File: src/rtl/lcd_seq_pkg.sv
package lcd_seq_pkg;
  typedef enum logic [1:0] {
    LVL_LOW  = 2'd0,
    LVL_MID  = 2'd1,
    LVL_HIGH = 2'd2,
    LVL_OFF  = 2'd3
  } lvl_e;

  typedef enum logic [1:0] {
    OP_DIRECT = 2'd0,
    OP_STAGE  = 2'd1,
    OP_COMMIT = 2'd2,
    OP_NONE   = 2'd3
  } wop_e;
endpackage

File: src/rtl/lcd_seq_timebase.sv
module lcd_seq_timebase #(
  parameter int NUM_COM  = 4,
  parameter int HALF_DIV = 125,
  localparam int PH_W    = $clog2(2 * NUM_COM),
  localparam int CNT_W   = (HALF_DIV > 1) ? $clog2(HALF_DIV) : 1
) (
  input  logic            clk,
  input  logic            rst_n,
  input  logic            tick,
  input  logic            backup,
  output logic            run_o,
  output logic [PH_W-1:0] phase_o,
  output logic            frame_load_o
);
  localparam logic [CNT_W-1:0] CNT_LAST = CNT_W'(HALF_DIV - 1);
  localparam logic [PH_W-1:0]  PH_LAST  = PH_W'(2 * NUM_COM - 1);

  logic             run_q;
  logic [CNT_W-1:0] hcnt_q;
  logic [PH_W-1:0]  ph_q;
  logic             half_end;

  assign half_end = run_q && (hcnt_q == CNT_LAST);

  always_ff @(posedge clk) begin
    if (!rst_n) begin
      run_q  <= 1'b0;
      hcnt_q <= '0;
      ph_q   <= '0;
    end else if (backup) begin
      run_q  <= 1'b0;
      hcnt_q <= '0;
      ph_q   <= '0;
    end else if (tick) begin
      if (!run_q) begin
        run_q <= 1'b1;
      end else if (half_end) begin
        hcnt_q <= '0;
        ph_q   <= (ph_q == PH_LAST) ? '0 : ph_q + 1'b1;
      end else begin
        hcnt_q <= hcnt_q + 1'b1;
      end
    end
  end

  assign frame_load_o = rst_n && !backup && tick &&
                        (!run_q || (half_end && ph_q == PH_LAST));
  assign run_o        = run_q;
  assign phase_o      = ph_q;
endmodule

File: src/rtl/lcd_seq_store.sv
module lcd_seq_store
  import lcd_seq_pkg::*;
#(
  parameter int NUM_SEG = 20,
  parameter int NUM_COM = 4,
  localparam int DIG_W  = $clog2(NUM_SEG)
) (
  input  logic                       clk,
  input  logic                       rst_n,
  input  logic                       frame_load,
  input  logic                       wr_fire,
  input  logic [1:0]                 wr_op,
  input  logic [DIG_W-1:0]           wr_digit,
  input  logic [NUM_COM-1:0]         wr_bits,
  output logic [NUM_SEG*NUM_COM-1:0] active_o
);
  logic [NUM_COM-1:0] pend_q  [NUM_SEG];
  logic [NUM_COM-1:0] stage_q [NUM_SEG];
  logic [NUM_COM-1:0] act_q   [NUM_SEG];
  logic [NUM_SEG-1:0] mark_q;
  logic               do_direct, do_stage, do_commit, in_range;

  assign in_range  = int'(wr_digit) < NUM_SEG;
  assign do_direct = wr_fire && (wr_op == OP_DIRECT) && in_range;
  assign do_stage  = wr_fire && (wr_op == OP_STAGE)  && in_range;
  assign do_commit = wr_fire && (wr_op == OP_COMMIT);

  always_ff @(posedge clk) begin
    if (!rst_n) begin
      mark_q <= '0;
      for (int i = 0; i < NUM_SEG; i++) begin
        pend_q[i]  <= '0;
        stage_q[i] <= '0;
        act_q[i]   <= '0;
      end
    end else begin
      if (do_commit) mark_q <= '0;
      for (int i = 0; i < NUM_SEG; i++) begin
        if (frame_load) act_q[i] <= pend_q[i];
        if (do_commit && mark_q[i]) begin
          pend_q[i] <= stage_q[i];
        end else if (do_direct && wr_digit == DIG_W'(i)) begin
          pend_q[i] <= wr_bits;
        end
        if (do_stage && wr_digit == DIG_W'(i)) begin
          stage_q[i] <= wr_bits;
          mark_q[i]  <= 1'b1;
        end
      end
    end
  end

  for (genvar g = 0; g < NUM_SEG; g++) begin : g_flat
    assign active_o[g*NUM_COM +: NUM_COM] = act_q[g];
  end
endmodule

File: src/rtl/lcd_seq_drive.sv
module lcd_seq_drive
  import lcd_seq_pkg::*;
#(
  parameter int NUM_SEG = 20,
  parameter int NUM_COM = 4,
  parameter int IO_BASE = 12,
  parameter int IO_PINS = 8,
  localparam int PH_W   = $clog2(2 * NUM_COM),
  localparam int CSEL_W = PH_W - 1
) (
  input  logic                       run,
  input  logic                       backup,
  input  logic [PH_W-1:0]            phase,
  input  logic [NUM_SEG*NUM_COM-1:0] active,
  input  logic [IO_PINS-1:0]         io_sel,
  output logic [2*NUM_COM-1:0]       com_lvl,
  output logic [2*NUM_SEG-1:0]       seg_lvl
);
  logic              drv_en;
  logic              odd_half;
  logic [CSEL_W-1:0] com_idx;
  lvl_e              sel_rail, anti_rail;

  assign drv_en    = run && !backup;
  assign odd_half  = phase[0];
  assign com_idx   = phase[PH_W-1:1];
  assign sel_rail  = odd_half ? LVL_LOW : LVL_HIGH;
  assign anti_rail = odd_half ? LVL_HIGH : LVL_LOW;

  for (genvar c = 0; c < NUM_COM; c++) begin : g_com
    always_comb begin
      if (!drv_en)                      com_lvl[2*c +: 2] = LVL_LOW;
      else if (com_idx == CSEL_W'(c))   com_lvl[2*c +: 2] = sel_rail;
      else                              com_lvl[2*c +: 2] = LVL_MID;
    end
  end

  for (genvar s = 0; s < NUM_SEG; s++) begin : g_seg
    logic [NUM_COM-1:0] bits;
    logic               lit;
    lvl_e               scan_lvl;
    assign bits     = active[s*NUM_COM +: NUM_COM];
    assign lit      = bits[com_idx];
    assign scan_lvl = !drv_en ? LVL_LOW : (lit ? anti_rail : sel_rail);
    if (s >= IO_BASE && s < IO_BASE + IO_PINS) begin : g_shared
      assign seg_lvl[2*s +: 2] = io_sel[s-IO_BASE] ? LVL_OFF : scan_lvl;
    end else begin : g_plain
      assign seg_lvl[2*s +: 2] = scan_lvl;
    end
  end
endmodule

File: src/rtl/lcd_quad_seq.sv
module lcd_quad_seq #(
  parameter int NUM_SEG  = 20,
  parameter int NUM_COM  = 4,
  parameter int HALF_DIV = 125,
  parameter int IO_BASE  = 12,
  parameter int IO_PINS  = 8,
  localparam int DIG_W   = $clog2(NUM_SEG),
  localparam int PH_W    = $clog2(2 * NUM_COM)
) (
  input  logic                 clk,
  input  logic                 rst_n,
  input  logic                 tick,
  input  logic                 backup,
  input  logic                 wr_valid,
  output logic                 wr_ready,
  input  logic [1:0]           wr_op,
  input  logic [DIG_W-1:0]     wr_digit,
  input  logic [NUM_COM-1:0]   wr_bits,
  input  logic [IO_PINS-1:0]   io_sel,
  output logic [2*NUM_COM-1:0] com_lvl,
  output logic [2*NUM_SEG-1:0] seg_lvl
);
  logic                       run;
  logic [PH_W-1:0]            phase;
  logic                       frame_load;
  logic [NUM_SEG*NUM_COM-1:0] active;

  assign wr_ready = rst_n && !backup;

  lcd_seq_timebase #(.NUM_COM(NUM_COM), .HALF_DIV(HALF_DIV)) u_tb (
    .clk(clk), .rst_n(rst_n), .tick(tick), .backup(backup),
    .run_o(run), .phase_o(phase), .frame_load_o(frame_load)
  );

  lcd_seq_store #(.NUM_SEG(NUM_SEG), .NUM_COM(NUM_COM)) u_store (
    .clk(clk), .rst_n(rst_n), .frame_load(frame_load),
    .wr_fire(wr_valid && wr_ready), .wr_op(wr_op),
    .wr_digit(wr_digit), .wr_bits(wr_bits), .active_o(active)
  );

  lcd_seq_drive #(.NUM_SEG(NUM_SEG), .NUM_COM(NUM_COM),
                  .IO_BASE(IO_BASE), .IO_PINS(IO_PINS)) u_drv (
    .run(run), .backup(backup), .phase(phase), .active(active),
    .io_sel(io_sel), .com_lvl(com_lvl), .seg_lvl(seg_lvl)
  );
endmodule

File: config.mk
export PLATFORM = sky130hd
export DESIGN_NAME = lcd_quad_seq
export DESIGN_NICKNAME = d
export VERILOG_FILES = /design/src/rtl/lcd_seq_pkg.sv /design/src/rtl/lcd_seq_timebase.sv /design/src/rtl/lcd_seq_store.sv /design/src/rtl/lcd_seq_drive.sv /design/src/rtl/lcd_quad_seq.sv
export SDC_FILE = /design/constraint.sdc
export NUM_CORES = 1
export LEC_CHECK = 0
export CORE_UTILIZATION = 33
export DETAILED_ROUTE_END_ITERATION = 8
export HOLD_SLACK_MARGIN = 0.12
export SYNTH_ARGS = -nofsm -noshare
export SYNTH_HDL_FRONTEND = slang
export SYNTH_SLANG_ARGS = --single-unit
File: constraint.sdc
create_clock -name clk -period 7.35 [get_ports clk]
set_clock_uncertainty 0.05 [all_clocks]
set_input_delay 1.1025 -clock clk [delete_from_list [all_inputs] [get_ports clk]]
set_output_delay 1.1025 -clock clk [all_outputs]
set_load 0.1 [all_outputs]
Word level (Yosys, flattened, before mapping) --
Memory sizes are Yosys's and may differ from the RTL's. Index checks and enable logic that the tools add are counted.
Operators by class: bitwise logic cells 81, multiplexer cells 405, multipliers 0, order comparisons 2, reduce and logical (&&, ||, !) cells 101, add/subtract/negate cells 2, equality and inequality tests 26, div/mod/pow operators 0, shifts and indexed selects 0
Operators with widths (number):
- two-way mux 4 bit | 80
- two-way mux 1 bit | 244
- two-way mux 2 bit | 58
- bitwise OR 1 bit | 80
- logical AND 1 bit | 72
- binary-select mux 1 bit (select 2 bit) | 20
- equality test 5 x 4 -> 1 bit (second input constant) | 8
- nonzero test 2 bit | 20
- equality test 5 x 3 -> 1 bit (second input constant) | 4
- equality test 5 bit (second input constant) | 4
- two-way mux 20 bit | 1
- equality test 5 x 2 -> 1 bit (second input constant) | 2
- adder 7 x 1 -> 7 bit (second input constant) | 1
- equality test 7 bit (second input constant) | 1
- two-way mux 7 bit | 1
- equality test 2 bit (second input constant) | 3
- equality test 5 x 1 -> 1 bit (second input constant) | 1
- logical NOT 5 bit | 1
- < comparator 5 bit (second input constant) | 1
- equality test 2 x 1 -> 1 bit (second input constant) | 2
- logical NOT 2 bit | 2
- adder 3 x 1 -> 3 bit (second input constant) | 1
- equality test 3 bit (second input constant) | 1
- < comparator 2 x 3 -> 1 bit (second input constant) | 1
- other kinds (7) | 8
Word-level totals: memories kept 3, logic and storage cells 643, input bits 24, bits in latches 0, ROM bits 0, output and inout bits 49, register bits after elaboration 31, RAM bits 240
Memories:
- u_store.act_q | words 20, width 4, read ports 20, clocked after memory_dff 0, wr ports 20, RTL line lcd_seq_store.sv:19 | logic [NUM_COM-1:0] act_q [NUM_SEG];
- u_store.pend_q | words 20, width 4, read ports 20, clocked after memory_dff 0, wr ports 20, RTL line lcd_seq_store.sv:17 | logic [NUM_COM-1:0] pend_q [NUM_SEG];
- u_store.stage_q | words 20, width 4, read ports 20, clocked after memory_dff 0, wr ports 20, RTL line lcd_seq_store.sv:18 | logic [NUM_COM-1:0] stage_q [NUM_SEG];

Logic depth before layout (Yosys ltp) --
word-level depth 11, mapped depth 7, mapped depth without buffers 5

Modules after synthesis --
Synthesis repeated with hierarchy kept, for this count alone.
Unflattened totals: cells, all modules 960, area, all modules 12291.8 sq um
Modules (own cells, without submodules):
- lcd_seq_store | instances 1, area each 10618.9 sq um, cells each 772, seq. area each 7607.3 sq um
- lcd_seq_drive | instances 1, area each 1042.2 sq um, cells each 115, seq. area each 0.0 sq um
- lcd_seq_timebase | instances 1, area each 615.6 sq um, cells each 71, seq. area each 220.2 sq um
- lcd_quad_seq | instances 1, area each 15.0 sq um, cells each 2, seq. area each 0.0 sq um

Worst setup path before layout --
Ideal clock, no wire load.
path kind input to output, start point input port backup, end point output port com_lvl[5], data required time 6.198 ns, path buffers 1, stages 4, slack 2.341 ns, arrival time 3.856 ns, cell sequence nor2b_1 nand2b_1 clkbuf_1 nor3b_1
On the way: cells in the longest elaborated chain, start to end 3
RTL lines:
- from (decl) | RTL line lcd_quad_seq.sv:13 | input logic backup,
- logical NOT 1 bit | RTL line lcd_seq_drive.sv:24 | assign drv_en = run && !backup;
- logical AND 1 bit | RTL line lcd_seq_drive.sv:24
- two-way mux 2 bit | RTL line lcd_seq_drive.sv:32 | if (!drv_en) com_lvl[2*c +: 2] = LVL_LOW;
- to (decl) | RTL line lcd_quad_seq.sv:20 | output logic [2*NUM_COM-1:0] com_lvl,
Every way passes these cells.

Final worst setup path --
start point input port backup, end point output port seg_lvl[37]
On the way: cells in the longest elaborated chain, start to end 4
RTL lines:
- logical NOT 1 bit | RTL line lcd_seq_drive.sv:24
- logical AND 1 bit | RTL line lcd_seq_drive.sv:24
- two-way mux 2 bit | RTL line lcd_seq_drive.sv:44 | assign scan_lvl = !drv_en ? LVL_LOW : (lit ? anti_rail : sel_rail);
- two-way mux 2 bit | RTL line lcd_seq_drive.sv:46 | assign seg_lvl[2*s +: 2] = io_sel[s-IO_BASE] ? LVL_OFF : scan_lvl;
- to (decl) | RTL line lcd_quad_seq.sv:21 | output logic [2*NUM_SEG-1:0] seg_lvl
Every way passes these cells.

==> flow_metrics.py <==
metrics = {
    "synthesis": {
        "synth_top_area_share_pct": 58.6,
        "yosys.area.top_type": "edfxtp_1",
        "synth.avg_cell_area_um2": 13.2,
        "yosysMostFrequentCell": "edfxtp_1",
        "synth_edf_count": 240,
        "yosys_warnings": 0,
        "synth_cell_types": 55,
        "ys_seq_area_share_pct": 63.7,
        "synthCells": 929,
        "synthFlopType": "edfxtp_1",
        "synth_area_leaders": "edfxtp_1, and3_1, a32o_1, dfxtp_1, mux4_2",
        "synth-seq-cells": 271,
        "synth_area_um2": 12300,
        "synth_common_cells": "edfxtp_1, and3_1, a32o_1",
        "synth-async-reset-ratio_pct": 0,
    },
    "setup_path": {
        "cp_top_family": "buffers and inverters",
        "crit_required_ns": 6.20,
        "path_cells": "clkdlybuf4s50_1 -> nor2b_2 -> nand2b_1 -> o211ai_1 -> clkdlybuf4s50_1",
        "crit_type": "input port to primary output",
        "crit_top_cell": "clkdlybuf4s50_1",
        "crit_buf_inv": 2,
        "cp_slowest_stage_delay_ns": 1.18,
        "cp_max_fo": 24,
        "crit_slowest_cell": "clkdlybuf4s50_1",
        "cp-end-kind": "primary output",
        "cp-start-kind": "input port",
        "arrival_ns": 4.07,
        "reg2reg_slack_ns": 3.70,
    },
    "global_route": {
        "antenna_found_initial": 1,
        "gr-usage-all-layers_pct": 14.8,
        "grt_max_degree": 74,
        "grt_pass1_wl_um": 44000,
        "grt_pass1_vias": 7391,
        "grt_overflow": 0,
    },
    "routing": {
        "routed_wl_um": 28300,
        "drt-pass1-iter-count": 5,
        "drc": 0,
        "wl_per_cell_um": 19.8,
        "via_per_inst": 5.46,
        "drtIter0Drc": 530,
        "vias": 7797,
        "ant_nets": 0,
    },
    "timing": {
        "setup_viol": 0,
        "hold_viol": 0,
        "rsz0062_at_grt": "false",
        "relSlewSlack_pct": 15.9,
        "max_slew.worst_pin.slew_ns": 1.26,
        "min_period_ns": 5.22,
        "finalCritPeriodShare_pct": 71.0,
        "tns_ns": 0,
        "max_clock_freq_ghz": 0.191,
        "slew_violations": 0,
    },
    "floorplanning": {
        "die_area_um2": 38000,
        "die-width_um": 195,
        "rows": 70,
        "ios": 73,
        "start_util_pct": 33.6,
        "die_h_um": 195,
        "design.core.area_um2": 36600,
    },
    "layout": {
        "design_area_um2": 13900,
        "fin_nets": 967,
        "n_antenna_cell": 0,
        "fin_cells": 1429,
        "final_layout_size_suffix_gt1_share_pct": 10.2,
        "areaGrowthSynthToFinish_pct": 12.9,
    },
    "clock_tree": {
        "h-tree-depth": 1,
        "root_buffer": "clkbuf_16",
        "cts_tree": "built",
        "cts_resized": 0,
        "cts_setup_buffers": 0,
        "worstSkewPairLatency_ns": 0.54,
        "clkSinkCount": 271,
        "clockBufferDepth": 3,
        "hold_buffers": 0,
        "path_clk_slew_ns": 0.06,
        "cts_buffers": 28,
    },
    "power": {
        "power_frac_comb_pct": 7.3,
        "p_leak_nw": 5.02,
        "pwr-share-clk_pct": 39.7,
        "internal_power_mw": 2.54,
        "powerDensity_nw_per_um2": 239,
        "ir_worst_vdd_uv": 154,
        "switching_power_mw": 0.779,
        "p_sw_share_pct": 23.5,
        "pwr-share-seq_pct": 53.0,
    },
    "flow_run": {
        "drv_cap": 0,
    },
    "place": {
        "dp_cells": 1377,
        "gp_congestion": 0.782,
        "dp_hpwl_um": 18000,
        "port_buffers": 60,
        "place_area_um2": 13000,
    },
    "run_status": {
        "status": "complete, no violations",
    },
    "min_path": {
        "hp-class": "flop to flop",
    },
}
[flip-flops by register name (all words and copies together), names as in the netlist]
signal,cells
u_store.act_q,80
u_store.pend_q,80
u_store.mark_q,20
u_tb.run_o,1
u_store.stage_q,80
u_tb.hcnt_q,7
u_tb.phase_o,3
[logic make-up after synthesis]
group                      synth area share (%)
buffers and inverters                      5.30
other                                    0.0305
AOI/OAI and AO/OA                          11.9
and+or+nand+nor                            14.3
DFF                                        63.7
muxes                                      4.32
adders and majority gates                 0.407
[worst min-delay path: stages, from the launching register on]
cell and delay [ns]:
dfxtp_1 0.31, o21ai_0 0.06, a21oi_1 0.06
[stage by stage]
| stage | total power, mW | setup WS [ns] | util, % | hold slack, ns |
|---|---|---|---|---|
| finish | 3.32 | 2.13 | 37.9 | 0.430 |
| global placement | 2.03 | 2.14 | 35.6 | 0.416 |
| detailed placement | 2.04 | 2.06 | 35.6 | 0.422 |
| global route | 3.42 | 1.93 | 37.9 | 0.464 |
| floorplan | 1.97 | 2.34 | - | 0.405 |
| CTS | 3.35 | 2.06 | 37.9 | 0.431 |
[layout by cell type, fill, tap and decap left out, drive strengths merged, types with 30 or more instances in the layout]
cell type | Yosys | final
clkbuf | 43 | 41
nand2 | 33 | 33
a21oi | 32 | 32
a32o | 68 | 68
nor3 | 30 | 30
o21ai | 54 | 54
dfxtp | 31 | 31
edfxtp | 240 | 240
and3 | 116 | 116
clkdlybuf4s50 | 0 | 49
nand3 | 36 | 36
[power groups by stage]
stage	Clock (mW)	Sequential (mW)	Combinational, mW
finish	1.32	1.76	0.241
global route	1.40	1.77	0.256
CTS	1.34	1.76	0.242
detailed placement	0	1.79	0.242
global placement	0	1.79	0.239
floorplan	0	1.79	0.185
[path summary, 6_finish.rpt]
kind	endpoint	depth (start not counted)	startpoint
max	seg_lvl[37]	5	backup
min	u_store.mark_q[18]	2	u_store.mark_q[18]
max reg2reg	u_store.act_q[0][23]	7	u_tb.phase_o[1]
min reg2reg	u_store.mark_q[18]	2	u_store.mark_q[18]
[layer usage]
| layer | track usage (%) | vias to the layer above | share of wire (%) |
|---|---|---|---|
| met3 | 3.21 | 52 | 7.8 |
| met2 | 24.3 | 311 | 47 |
| met4 | 4.46 | 2 | 2.1 |
| met1 | 19.6 | 3809 | 43 |
| met5 | 0 | - | 0.046 |
| li1 | - | 3623 | - |
[layout make-up]
class	instances	area (um^2)
fill	3464	22700
sequential	271	7830
multi-input combinational	543	3850
clock buffer	41	791
timing repair buffer	73	668
tap	468	586
inverter	22	82.6
clock inverter	11	68.8
No activity file was read; power rests on OpenSTA's default activity.
